### src/rtl/frc_pkg.sv
package frc_pkg;
  localparam int CNT_W = 3;
  localparam int RG_W  = 3;
  localparam int B_W   = 2;
  localparam int PIX_W = 2 * RG_W + B_W;
  localparam int RED_LSB = RG_W + B_W;
  localparam int GRN_LSB = B_W;
  typedef logic [CNT_W-1:0] sub_t;
endpackage

### src/rtl/frc_subframe_counter.sv
module frc_subframe_counter
  import frc_pkg::*;
(
  input  logic clk,
  input  logic rst_n,
  input  logic step,
  output sub_t count
);
  always_ff @(posedge clk) begin
    if (!rst_n) count <= '0;
    else if (step) count <= count + 1'b1;
  end

  assert_step_R2: assert property (@(posedge clk) disable iff (!rst_n)
    step |=> count == sub_t'($past(count) + 1'b1));
  assert_hold_R2: assert property (@(posedge clk) disable iff (!rst_n)
    !step |=> $stable(count));
endmodule

### src/rtl/frc_channel_cmp.sv
module frc_channel_cmp
  import frc_pkg::*;
#(
  parameter int IN_W = 3
) (
  input  logic [IN_W-1:0] code,
  input  sub_t            phase,
  output logic            lit
);
  sub_t scaled;
  generate
    if (IN_W >= CNT_W) begin : g_trunc
      assign scaled = code[IN_W-1 -: CNT_W];
    end else begin : g_widen
      assign scaled = {code, code[IN_W-1 -: (CNT_W-IN_W)]};
    end
  endgenerate
  assign lit = scaled > phase;

  always_comb begin
    assert_zero_dark_R6: assert (!(code == '0 && lit));
  end
endmodule

### src/rtl/frc_modulator.sv
module frc_modulator
  import frc_pkg::*;
(
  input  logic             clk,
  input  logic             rst_n,
  input  logic             frame_start,
  input  logic             in_valid,
  output logic             in_ready,
  input  logic [PIX_W-1:0] in_pixel,
  output logic             out_valid,
  input  logic             out_ready,
  output logic [2:0]       out_rgb,
  output logic [CNT_W-1:0] subframe
);
  sub_t phase;

  frc_subframe_counter u_cnt (
    .clk(clk), .rst_n(rst_n), .step(frame_start), .count(phase)
  );

  frc_channel_cmp #(.IN_W(RG_W)) u_red (
    .code(in_pixel[RED_LSB +: RG_W]), .phase(phase), .lit(out_rgb[2])
  );
  frc_channel_cmp #(.IN_W(RG_W)) u_grn (
    .code(in_pixel[GRN_LSB +: RG_W]), .phase(phase), .lit(out_rgb[1])
  );
  frc_channel_cmp #(.IN_W(B_W)) u_blu (
    .code(in_pixel[B_W-1:0]), .phase(phase), .lit(out_rgb[0])
  );

  assign out_valid = in_valid;
  assign in_ready  = out_ready;
  assign subframe  = phase;

  assert_pass_R7: assert property (@(posedge clk) disable iff (!rst_n)
    (out_valid == in_valid) && (in_ready == out_ready));
  assert_max_lit_R6: assert property (@(posedge clk) disable iff (!rst_n)
    (subframe == 3'd7) |-> (out_rgb == 3'b000));
endmodule

### config.mk
export PLATFORM = sky130hd
export DESIGN_NAME = frc_modulator
export DESIGN_NICKNAME = d
export VERILOG_FILES = /design/src/rtl/frc_pkg.sv /design/src/rtl/frc_subframe_counter.sv /design/src/rtl/frc_channel_cmp.sv /design/src/rtl/frc_modulator.sv
export SDC_FILE = /design/constraint.sdc
export NUM_CORES = 1
export LEC_CHECK = 0
export ABC_AREA = 0
export BUFFER_PORTS_ARGS = -buffer_cell sky130_fd_sc_hd__buf_4
export CORE_AREA = 2 2 39 41
export CTS_CLUSTER_DIAMETER = 30
export DETAILED_ROUTE_END_ITERATION = 12
export DIE_AREA = 0 0 41 43
export SYNTH_ARGS = -nofsm -noshare
export SYNTH_HDL_FRONTEND = slang
export SYNTH_SLANG_ARGS = --single-unit
export TNS_END_PERCENT = 5
### constraint.sdc
create_clock -name clk -period 1.5 [get_ports clk]
set_input_delay 0.15 -clock clk [delete_from_list [all_inputs] [get_ports clk]]
set_output_delay 0.15 -clock clk [all_outputs]
set_load 0.02 [all_outputs]
## After elaboration in Yosys (flattened, before gate mapping)

Index checks and enable logic that the tools add are counted.

| cells by class | value |
|---|---|
| $add $sub $neg | 1 |
| order comparisons | 3 |

Operator list:

| kind | count |
|---|---|
| greater-than comparator 3 bit | 3 |
| adder 3 x 1 -> 3 bit (second input constant) | 1 |

| storage, ports and cells | value |
|---|---|
| logic and storage cells | 5 |
| bits of input ports | 13 |
| flip-flop bits (word level) | 3 |

## Logic depth before layout (Yosys ltp)

Gate-level depths: netlist of run 1.

| logic depth | value |
|---|---|
| word-level depth | 1 |
| gate-level depth with buffers | 6 |
| gate-level depth less buffers | 5 |

## Hierarchy

Synthesis of run 1 repeated with hierarchy kept, for this count alone.

| second synthesis, totals | value |
|---|---|
| cells, all modules | 44 |
| area, all modules | 360.3 um2 |

By module, submodules not included:

| module | area an instance (um2) | instances | cells each | seq. area each (um2) |
|---|---|---|---|---|
| frc_channel_cmp | 72.6 | 3 | 10 | 0.0 |
| frc_subframe_counter | 127.6 | 1 | 12 | 60.1 |
| frc_modulator | 15.0 | 1 | 2 | 0.0 |

## Least setup slack after synthesis of run 1

No wires, ideal clock.

| path | value |
|---|---|
| path kind | reg2out |
| start point | register u_cnt.count[1] |
| end point | output port out_rgb[0] |
| data arrival time | 1.324 ns |
| data required time | 1.350 ns |
| path slack | 0.026 ns |
| stages on the path, launching flop included | 7 |
| path through | dfxtp_1 > inv_1 > ha_1 > nor2b_1 > o21ai_0 > a32oi_1 > buf_4 |

| between the ends | value |
|---|---|
| longest elaborated chain between the ends | 1 |

RTL lines:

| what | RTL line | RTL |
|---|---|---|
| start, declared | frc_subframe_counter.sv:7 | `output sub_t count` |
| start signal, assigned | frc_subframe_counter.sv:11 | `else if (step) count <= count + 1'b1;` |
| greater-than comparator 3 bit | frc_channel_cmp.sv:18 | `assign lit = scaled > phase;` |
| end, declared | frc_modulator.sv:12 | `output logic [2:0] out_rgb,` |

No other way between the ends.

## Final worst setup path of run 1

Ends and elaborated chain as after synthesis.

==> results of run 1 <==
## worst paths after layout
check	start	endpoint	slack, ns
min	rst_n	u_cnt.count[2]	0.14
min reg2reg	u_cnt.count[2]	u_cnt.count[2]	0.60
max	u_cnt.count[1]	out_rgb[0]	-0.05
max reg2reg	u_cnt.count[0]	u_cnt.count[2]	0.43
## cell type report
| cell class | instances | share of cell area, % |
|---|---|---|
| Clock buffer | 4 | 4.71 |
| Inverter | 8 | 5.83 |
| Multi-Input combinational cell | 26 | 52.0 |
| Sequential cell | 3 | 11.0 |
| Tap cell | 16 | 3.59 |
| Timing Repair Buffer | 17 | 22.9 |
## kinds of logic after synthesis
family,after synthesis,synth area share [%]
XOR/XNOR,2,4.80
adder cells (fa/ha/maj),10,34.2
AO/OA/AOI/OAI,6,11.3
multiplexers,1,2.74
AND/OR/NAND/NOR,7,12.0
flip-flops,3,16.4
buffers and inverters,13,18.5
## report_power, final
| group | total [mW] | internal, mW | switching [mW] | leakage [nW] |
|---|---|---|---|---|
| combinational | 0.175 | 0.0962 | 0.0789 | 0.243 |
| clock | 0.139 | 0.0995 | 0.0393 | 0.0150 |
| sequential | 0.0951 | 0.0867 | 0.00837 | 0.0250 |
## per-stage QoR
step	cells	TNS [ns]	setup slack [ns]	util (%)	cell area (sq um)
6_report	74	-0.135	-0.0532	40.3	558
2_1_floorplan	42	0	0.0264	-	365
3_5_place_dp	69	0	0.0705	33.8	468
4_1_cts	74	-0.237	-0.0843	37.3	515
3_3_place_gp	69	0	0.0993	33.8	468
5_1_grt	74	-0.393	-0.157	40.3	558
## cells in the mapped netlist
master	instances	area, sq um
inv_1	8	30.0
nor2b_1	4	25.0
and2_1	2	12.5
a32oi_1	3	26.3
buf_4	5	37.5
xor2_1	1	8.76
o21ai_0	3	15.0
mux2i_1	1	10.0
xnor2_1	1	8.76
nand2_2	1	6.26
dfxtp_1	3	60.1
ha_1	10	125
## worst reg2reg max path, delay by kind of cell (launching register included)
kind                     cells  cell delay (ns)
XOR/XNOR                     1             0.11
adder cells (fa/ha/maj)      1             0.20
flip-flops                   1             0.45
AND/OR/NAND/NOR              2             0.20
## layer usage
metal | track usage, % | vias up | part of all wire (%)
met2 | 12.5 | 10 | 49
met3 | 1.57 | 0 | 6.6
met1 | 11.2 | 128 | 44
met4 | 6.67 | 0 | 0
li1 | - | 168 | -
met5 | 0 | - | 0
## what timing repair did
item	in CTS	in global routing
setup endpoints to repair	3	3
resized for setup	3	8
pin swaps	2	3
hold buffers	0	0
buffers inserted	1	0
==> run_results.csv, run 1 <==
group,metric,value,unit
run_status,status,"finished, violations left",
run_status,violations,"negative setup slack",
layout,fillers,146,
timing,fmax,0.644,GHz
layout,multi_input_area,290,sq um
die,start_util,26.4,%
timing,fin_ws,-0.0532,ns
setup_path,r2r_cells,4,
routing,drtIter0Drc,2,
timing,slew_headroom,83.3,%
layout,regMostFlops,"u_cnt.count",
die,dieArea,0.00176,sq mm
hold_path,hp-class,"in2reg",
timing,worst_pin_slew,0.250,ns
die,std_cell_rows,14,
synth,yosysWarnings,0,
routing,wire_per_inst,9.42,um
synth,avgSynthCellArea,8.70,sq um
clock_network,clockRootBuffer,"clkbuf_4",
setup_path,worstPathRequired,1.35,ns
layout,final_common_cell,"buf_4",
clock_network,clk_pin_slew_worst_paths,0.04,ns
timing,fin_crit_sh,104,%
placement,gp_congestion,0.607,
power_and_ir_drop,peakVddDrop,0.000442,V
clock_network,insertion_delay,0.23,ns
setup_path,crit_arrival,1.40,ns
timing,fin_skew,0.00326,ns
layout,antennaDiodeCount,0,
power_and_ir_drop,powerDensity,733,mW/mm^2
setup_path,path_class,"reg2out",
synth,synthesis.nets,65,
synth,syn-instance-count,42,
setup_path,critical_path.max_stage_delay,0.34,ns
die,die_w,41,um
die,core-area,0.00138,sq mm
layout,final_nets,82,
setup_path,slowest_stage,"dfxtp_2",
timing,timing.hold.ws,0.140,ns
grt,antenna_found_initial,0,
placement,port_buffers,16,
clock_network,cts_buffer_depth,2,
layout,layout-drive-gt1-share,48.3,%
die,ios,21,
power_and_ir_drop,power.total,409,uW
layout,largest_registers,"u_cnt.count x3",
die,dieHeight,43,um
timing,drv_slew,0,
grt,grt_use_total,8.83,%
timing,rsz0062_at_grt,"yes",
setup_path,cp_top_family,"flip-flops",
grt,grt_first_pass_wirelength,1.04,mm
hold_path,hold_path_depth,2,
grt,grt_overflow,0,
clock_network,clock-sinks,3,
clock_network,cts_tree,"built",
clock_network,htreeDepth,1,
setup_path,cp-end-kind,"output port",
power_and_ir_drop,leakagePower,0.283,nW
setup_path,startpoint_type,"flip-flop",
grt,grt_max_degree,7,
routing,post-route-drc-count,0,
layout,layout_common_cells,"17 x buf_4, 7 x inv_1, 7 x ha_1",
routing,wl,697,um
timing,setup_viol,3,
synth,ys_ff_latch,3,
layout,largest_reg_flops,3,
layout,seq_area,61.3,sq um
setup_path,crit_buf_inv,2,
grt,grt_pass1_vias,295,
routing,ant_nets,0,
setup_path,worstPathCellList,"inv_4 -> ha_4 -> nor2b_4 -> o21ai_1 -> a32oi_1 -> buf_4",
routing,vias_per_cell,4.14,
setup_path,crit_cells,6,
layout,syn2layout_area_growth,52.7,%
synth,synth.distinct_cells,12,
clock_network,numCtsBuffers,3,
routing,firstDrtPassIters,2,
timing,min_period,1.55,ns
placement,place_hpwl,546,um
routing,vias,306,
timing,hold_viol_final,0,
job,max_cap_viol_count,0,
synth,synth_area,365,sq um
setup_path,cp_max_fo,3,
synth,ys_seq_area_share,16.4,%
(Power assumes the default switching activity.)
==> run 2: changes to the inputs <==
==> constraint.sdc (replaced) <==
create_clock -name clk -period 1.5 [get_ports clk]
set_input_delay 0.375 -clock clk [delete_from_list [all_inputs] [get_ports clk]]
set_output_delay 0.375 -clock clk [all_outputs]
set_load 0.02 [all_outputs]
==> run 2 against run 1 <==
Compared with the run above: the flow still finishes with violations (negative setup slack); first-iteration DRC count unchanged; sequential power down 2%; setup slack worse by 0.21 ns; die area unchanged; power up 2.0%; design area up 4.5%; worst hold slack better by 0.22 ns; global-route usage up 1.7 points; via count up 6.9%; largest cell class unchanged; cell count up 2.7%; wire length up 6.3%; non-clock buffer count up 2.
==> run_results.csv, run 2 (synthesis results as in run 1) <==
group,metric,value,unit
clock_network,cts_buffer_depth,2,
hold_path,hold_path_depth,2,
layout,layout-drive-gt1-share,53.3,%
setup_path,r2r-end,"u_cnt.count[2]",
setup_path,worstPathRequired,1.12,ns
layout,final_nets,84,
clock_network,htreeDepth,1,
placement,port_buffers,16,
power_and_ir_drop,seqPwrFrac,22.4,%
die,dieHeight,43,um
placement,pre_cts_slack,-0.173,ns
routing,firstDrtPassIters,2,
routing,wl_met3,43,um
timing,slew_headroom,89.0,%
routing,top_layer_used,"met3",
hold_path,min-delay-start,"rst_n",
clock_network,clk_pin_slew_worst_paths,0.04,ns
routing,ant_nets,0,
grt,grt_pass1_vias,345,
power_and_ir_drop,power.total,417,uW
routing,post-route-drc-count,0,
clock_network,numCtsBuffers,3,
layout,syn2layout_area_growth,59.6,%
grt,grt_overflow,0,
run_status,status,"finished, violations left",
power_and_ir_drop,leakagePower,0.297,nW
routing,vias_per_cell,4.30,
power_and_ir_drop,p_int,288,uW
layout,largest_registers,"u_cnt.count x3",
timing,fin_ws,-0.259,ns
grt,grt_use_total,10.5,%
power_and_ir_drop,p_switching,130,uW
placement,gp_congestion,0.595,
die,std_cell_rows,14,
grt,grt_max_degree,5,
power_and_ir_drop,powerDensity,716,mW/mm^2
power_and_ir_drop,power_frac_comb,44.4,%
layout,largest_reg_flops,3,
timing,fin_skew,0.00266,ns
layout,fillers,151,
clock_network,holdBufCountCts,0,
routing,wl,741,um
clock_network,clock-sinks,3,
clock_network,insertion_delay,0.23,ns
timing,drv_slew,0,
setup_path,crit_arrival,1.38,ns
power_and_ir_drop,swShare,31.0,%
die,ios,21,
setup_path,r2r_setup_slack,0.38,ns
setup_path,r2r_cells,5,
clock_network,clockRootBuffer,"clkbuf_4",
timing,rsz0062_at_grt,"yes",
grt,antenna_found_initial,0,
routing,wl_met1,305,um
setup_path,cp-end-kind,"output port",
clock_network,cts_tree,"built",
layout,final_common_cell,"buf_4",
clock_network,post_cts.repair.setup_buffers,0,
timing,fmax,0.568,GHz
routing,wire_per_inst,9.75,um
run_status,violations,"negative setup slack",
timing,worst_pin_slew,0.165,ns
layout,layout_common_cells,"19 x buf_4, 7 x inv_1, 7 x ha_1",
setup_path,startpoint_type,"flip-flop",
timing,min_period,1.76,ns
setup_path,cp_max_fo,3,
routing,vias,327,
die,core-area,0.00138,sq mm
die,die_w,41,um
timing,fin_crit_sh,117,%
hold_path,holdPathEnd,"u_cnt.count[0]",
routing,dr_wl_met2,392,um
job,max_cap_viol_count,0,
layout,regMostFlops,"u_cnt.count",
hold_path,hp-class,"in2reg",
setup_path,path_class,"reg2out",
grt,grt_first_pass_wirelength,1.26,mm
die,start_util,26.4,%
routing,drtIter0Drc,2,
die,dieArea,0.00176,sq mm
layout,antennaDiodeCount,0,
timing,hold_viol_final,0,
power_and_ir_drop,peakVddDrop,0.000336,V
placement,place_hpwl,620,um
setup_path,reg2reg_from,"u_cnt.count[0]",
timing,setup_viol,3,
power_and_ir_drop,power_frac_clock,33.2,%
[run 2: cell types whose count changed in the layout (fill, tap and decap cells not counted)]
cell,before,now
buf_4,17,19
dfxtp_1,2,1
inv_4,1,0
o21ai_1,3,2
inv_6,0,1
dfxtp_4,0,1
o21ai_2,0,1
[run 2: how the worst max path moves through the flow]
stage | from | end | slack (ns) | depth (start not counted)
global placement | in_pixel[6] | out_rgb[2] | -0.16 | 6
global route | u_cnt.count[1] | out_rgb[0] | -0.34 | 6
detailed placement | in_pixel[0] | out_rgb[0] | -0.17 | 6
CTS | u_cnt.count[1] | out_rgb[1] | -0.29 | 6
floorplan | u_cnt.count[1] | out_rgb[0] | -0.04 | 6
finish | u_cnt.count[1] | out_rgb[1] | -0.26 | 6
[run 2: layout make-up]
type / instances / area [sq um] / share of cell area (%)
clock buffers: 4 / 26.3 / 4.51
inverters: 8 / 35.0 / 6.01
multi-input cells: 26 / 294 / 50.4
flip-flops and latches: 3 / 65.1 / 11.2
well taps: 16 / 20.0 / 3.43
repair buffers: 19 / 143 / 24.5
[run 2: repair_timing]
action	CTS	global route
endpoints found under the setup margin	3	3
gates resized for setup	6	6
pin swaps	2	4
[run 2: through the flow]
step	hold slack [ns]	util, %	std cells	TNS, ns	area, sq um
after floorplan	0.497	-	42	-0.113	370
after detailed placement	0.595	35.8	72	-0.489	495
after global placement	0.595	35.8	72	-0.428	495
after CTS	0.352	39.7	76	-0.854	549
after global routing	0.366	42.1	76	-0.999	583
final	0.359	42.1	76	-0.772	583
[run 2: layer usage]
| layer | GRT usage, % | vias to the layer above |
|---|---|---|
| met5 | 0 | - |
| met4 | 6.00 | 0 |
| met3 | 1.57 | 0 |
| met2 | 18.4 | 9 |
| met1 | 10.9 | 147 |
| li1 | - | 171 |
[run 2: power groups by stage]
| stage | clock network (mW) | registers, mW | logic [mW] |
|---|---|---|---|
| finish | 0.138 | 0.0935 | 0.185 |
| global route | 0.151 | 0.0947 | 0.207 |
| CTS | 0.146 | 0.0930 | 0.166 |
| detailed placement | 0 | 0.0931 | 0.154 |
| global placement | 0 | 0.0930 | 0.151 |
| floorplan | 0 | 0.102 | 0.0978 |
[run 2: worst max-delay path, cell delays in order (launching register included)]
cell and delay, ns:
dfxtp_4 0.36, inv_6 0.05, ha_4 0.25, nor2b_1 0.11
o21ai_1 0.07, a32oi_1 0.15, buf_4 0.16
==> run 3: changes to the inputs <==
--- a/config.mk
+++ b/config.mk
@@ -11,7 +11,9 @@
 export CTS_CLUSTER_DIAMETER = 30
 export DETAILED_ROUTE_END_ITERATION = 12
 export DIE_AREA = 0 0 41 43
+export PLACE_DENSITY_LB_ADDON = 0.1
 export SYNTH_ARGS = -nofsm -noshare
 export SYNTH_HDL_FRONTEND = slang
+export SYNTH_HIERARCHICAL = 1
 export SYNTH_SLANG_ARGS = --single-unit
 export TNS_END_PERCENT = 5
==> run 3 against run 2 <==
Compared with the run above: the flow still finishes with violations (negative setup slack); flip-flop and latch count did not move; synthesized area decreased by 1.4%; critical path depth stayed put; highest routed layer unchanged; register-to-register slack improved by 0.03 ns; largest cell class unchanged; sequential power is 2% higher; sequential share of layout area down 1.2 points; non-clock buffer count rose by 3; global-route usage is 1.5 points higher; first-iteration DRC count shrank 50%; clock-buffer cell count unchanged.
==> run_results.csv, run 3 <==
group,metric,value,unit
die,dieArea,0.00176,sq mm
setup_path,cp_max_fo,4,
clock_network,numCtsBuffers,3,
setup_path,worstPathCellList,"inv_2 -> ha_4 -> nor2b_4 -> o21ai_2 -> a32oi_2 -> buf_4",
placement,port_buffers,16,
routing,firstDrtPassIters,2,
routing,vias,367,
timing,rsz0062_at_grt,"yes",
power_and_ir_drop,seqPwrFrac,20.5,%
placement,postPlaceCellArea,596,sq um
grt,gr-usage-met3,3.14,%
layout,largest_registers,"u_cnt/count x3",
placement,place_hpwl,736,um
power_and_ir_drop,p_switching,148,uW
placement,pre_cts_slack,-0.141,ns
timing,worst_pin_slew,0.183,ns
layout,utilization,47.4,%
power_and_ir_drop,leakagePower,0.332,nW
grt,grt_max_degree,6,
timing,setup_tns,-0.802,ns
grt,grt_overflow,0,
routing,wl,911,um
die,dieHeight,43,um
grt,grt_pass1_vias,395,
setup_path,slowest_stage,"dfxtp_4",
power_and_ir_drop,powerDensity,708,mW/mm^2
clock_network,cts_tree,"built",
layout,layout_common_cells,"22 x buf_4, 9 x inv_1, 7 x ha_1",
setup_path,path_class,"reg2out",
hold_path,hp-class,"in2reg",
synth,synth_enable_flop_cells,0,
setup_path,crit_buf_inv,2,
grt,grt.busiest_layer,"met2",
run_status,status,"finished, violations left",
timing,fmax,0.561,GHz
clock_network,clockRootBuffer,"clkbuf_4",
routing,post-route-drc-count,0,
timing,setup_viol,3,
synth,yosys-top-cells-count,"12 x inv_1, 10 x ha_1, 4 x nor2b_1",
routing,wire_per_inst,10.8,um
grt,grt_use_total,12.0,%
setup_path,cp_top_family,"flip-flops",
setup_path,cp-end-kind,"output port",
layout,final_cell_area,656,sq um
die,core-area,0.00138,sq mm
timing,fin_ws,-0.282,ns
synth,syn-instance-count,44,
synth,synthesis.nets,67,
clock_network,insertion_delay,0.23,ns
power_and_ir_drop,power_frac_clock,30.3,%
synth,ys_ff_latch,3,
clock_network,post_cts.repair.setup_buffers,0,
routing,drtIter0Drc,1,
run_status,violations,"negative setup slack",
synth,synth_area,360,sq um
setup_path,crit_arrival,1.41,ns
die,ios,21,
synth,synth.distinct_cells,12,
timing,hold_viol_final,0,
synth,yosysTopAreaCell,"ha_1",
layout,largest_reg_flops,3,
layout,antennaDiodeCount,0,
clock_network,clock-sinks,3,
synth,avgSynthCellArea,8.19,sq um
grt,antenna_found_initial,0,
timing,fin_crit_sh,119,%
synth,synthArstFlopShare,0,%
power_and_ir_drop,p_int,316,uW
power_and_ir_drop,peakVddDrop,0.000412,V
clock_network,cts_buffer_depth,2,
layout,syn2layout_area_growth,81.9,%
setup_path,startpoint_type,"flip-flop",
setup_path,critical_path.max_stage_delay,0.37,ns
grt,grt_use_met2,22.2,%
timing,fin_skew,0.00492,ns
layout,regMostFlops,"u_cnt/count",
die,die_w,41,um
routing,vias_per_cell,4.37,
power_and_ir_drop,swShare,32.0,%
routing,ant_nets,0,
job,max_cap_viol_count,0,
clock_network,htreeDepth,1,
synth,yosysWarnings,6,
die,start_util,26.0,%
layout,final_common_cell,"buf_4",
synth,ys_seq_area_share,16.7,%
setup_path,worstPathRequired,1.12,ns
synth,synth.most_common_cell,"inv_1",
layout,final_nets,92,
power_and_ir_drop,power_frac_comb,49.1,%
timing,slew_headroom,87.8,%
grt,grt_first_pass_wirelength,1.46,mm
synth,netlist_top_cells_area,"ha_1 35%, dfxtp_1 17%, inv_1 13%",
synth,yosys.area.top_type_share,34.7,%
placement,gp_congestion,0.647,
grt,use_met1,11.9,%
die,std_cell_rows,14,
clock_network,clk_pin_slew_worst_paths,0.04,ns
synth,synth_ff_type,"dfxtp_1",
timing,drv_slew,0,
power_and_ir_drop,power.total,464,uW
layout,layout-drive-gt1-share,61.8,%
timing,min_period,1.78,ns
layout,fillers,155,
## run 3: per-layer routing
metal	up-vias	part of all wire, %	routed length [um]
met3	0	8.5	77
li1	190	-	-
met1	164	41	370
met5	-	0	0
met2	13	51	463
met4	0	0	0
## run 3: path summary, 6_finish.rpt
kind                  start             end  slack [ns]  cells after the start
min reg2reg  u_cnt/count[2]  u_cnt/count[2]        0.61                      3
min                   rst_n  u_cnt/count[0]        0.37                      2
max reg2reg  u_cnt/count[0]  u_cnt/count[1]        0.41                      4
max          u_cnt/count[1]      out_rgb[0]       -0.28                      6
## run 3: cells by family after synthesis
group	synth area share, %
adders and majority gates	34.7
and+or+nand+nor	12.5
AOI/OAI and AO/OA	11.5
buffers and inverters	16.7
muxes	5.56
xor gates and xnor gates	2.43
DFF	16.7
## run 3: final cells by class
cell class / instances / area (sq um) / area share [%]
multi-input combinational: 27 / 334 / 51.0
tap: 16 / 20.0 / 3.05
clock buffer: 4 / 26.3 / 4.01
sequential: 3 / 65.1 / 9.92
timing repair buffer: 22 / 165 / 25.2
inverter: 12 / 45.0 / 6.87
## run 3: repair_timing
item                                    4_1_cts  5_1_grt
endpoints found under the setup margin        3        3
hold buffers                                  0        0
resized for setup                             2        5
## run 3: worst reg2reg max path: cells and delay by family (launching register included)
family / cells / cell delay (ns)
and+or+nand+nor: 1 / 0.06
muxes: 1 / 0.14
DFF: 1 / 0.35
buffers and inverters: 1 / 0.16
adders and majority gates: 1 / 0.27
## run 3: power by group through the flow
stage                     Sequential, mW  Combinational, mW  Clock [mW]
after CTS                         0.0962              0.215       0.150
after global routing              0.0970              0.251       0.153
after detailed placement          0.0973              0.202           0
after global placement            0.0978              0.200           0
after floorplan                    0.104              0.110           0
final                             0.0953              0.228       0.141
## run 3: through the flow
stage          hold WS (ns)  std cells
2_1_floorplan         0.497         44
3_3_place_gp          0.607         80
3_5_place_dp          0.612         80
4_1_cts               0.366         84
5_1_grt               0.380         84
6_report              0.373         84
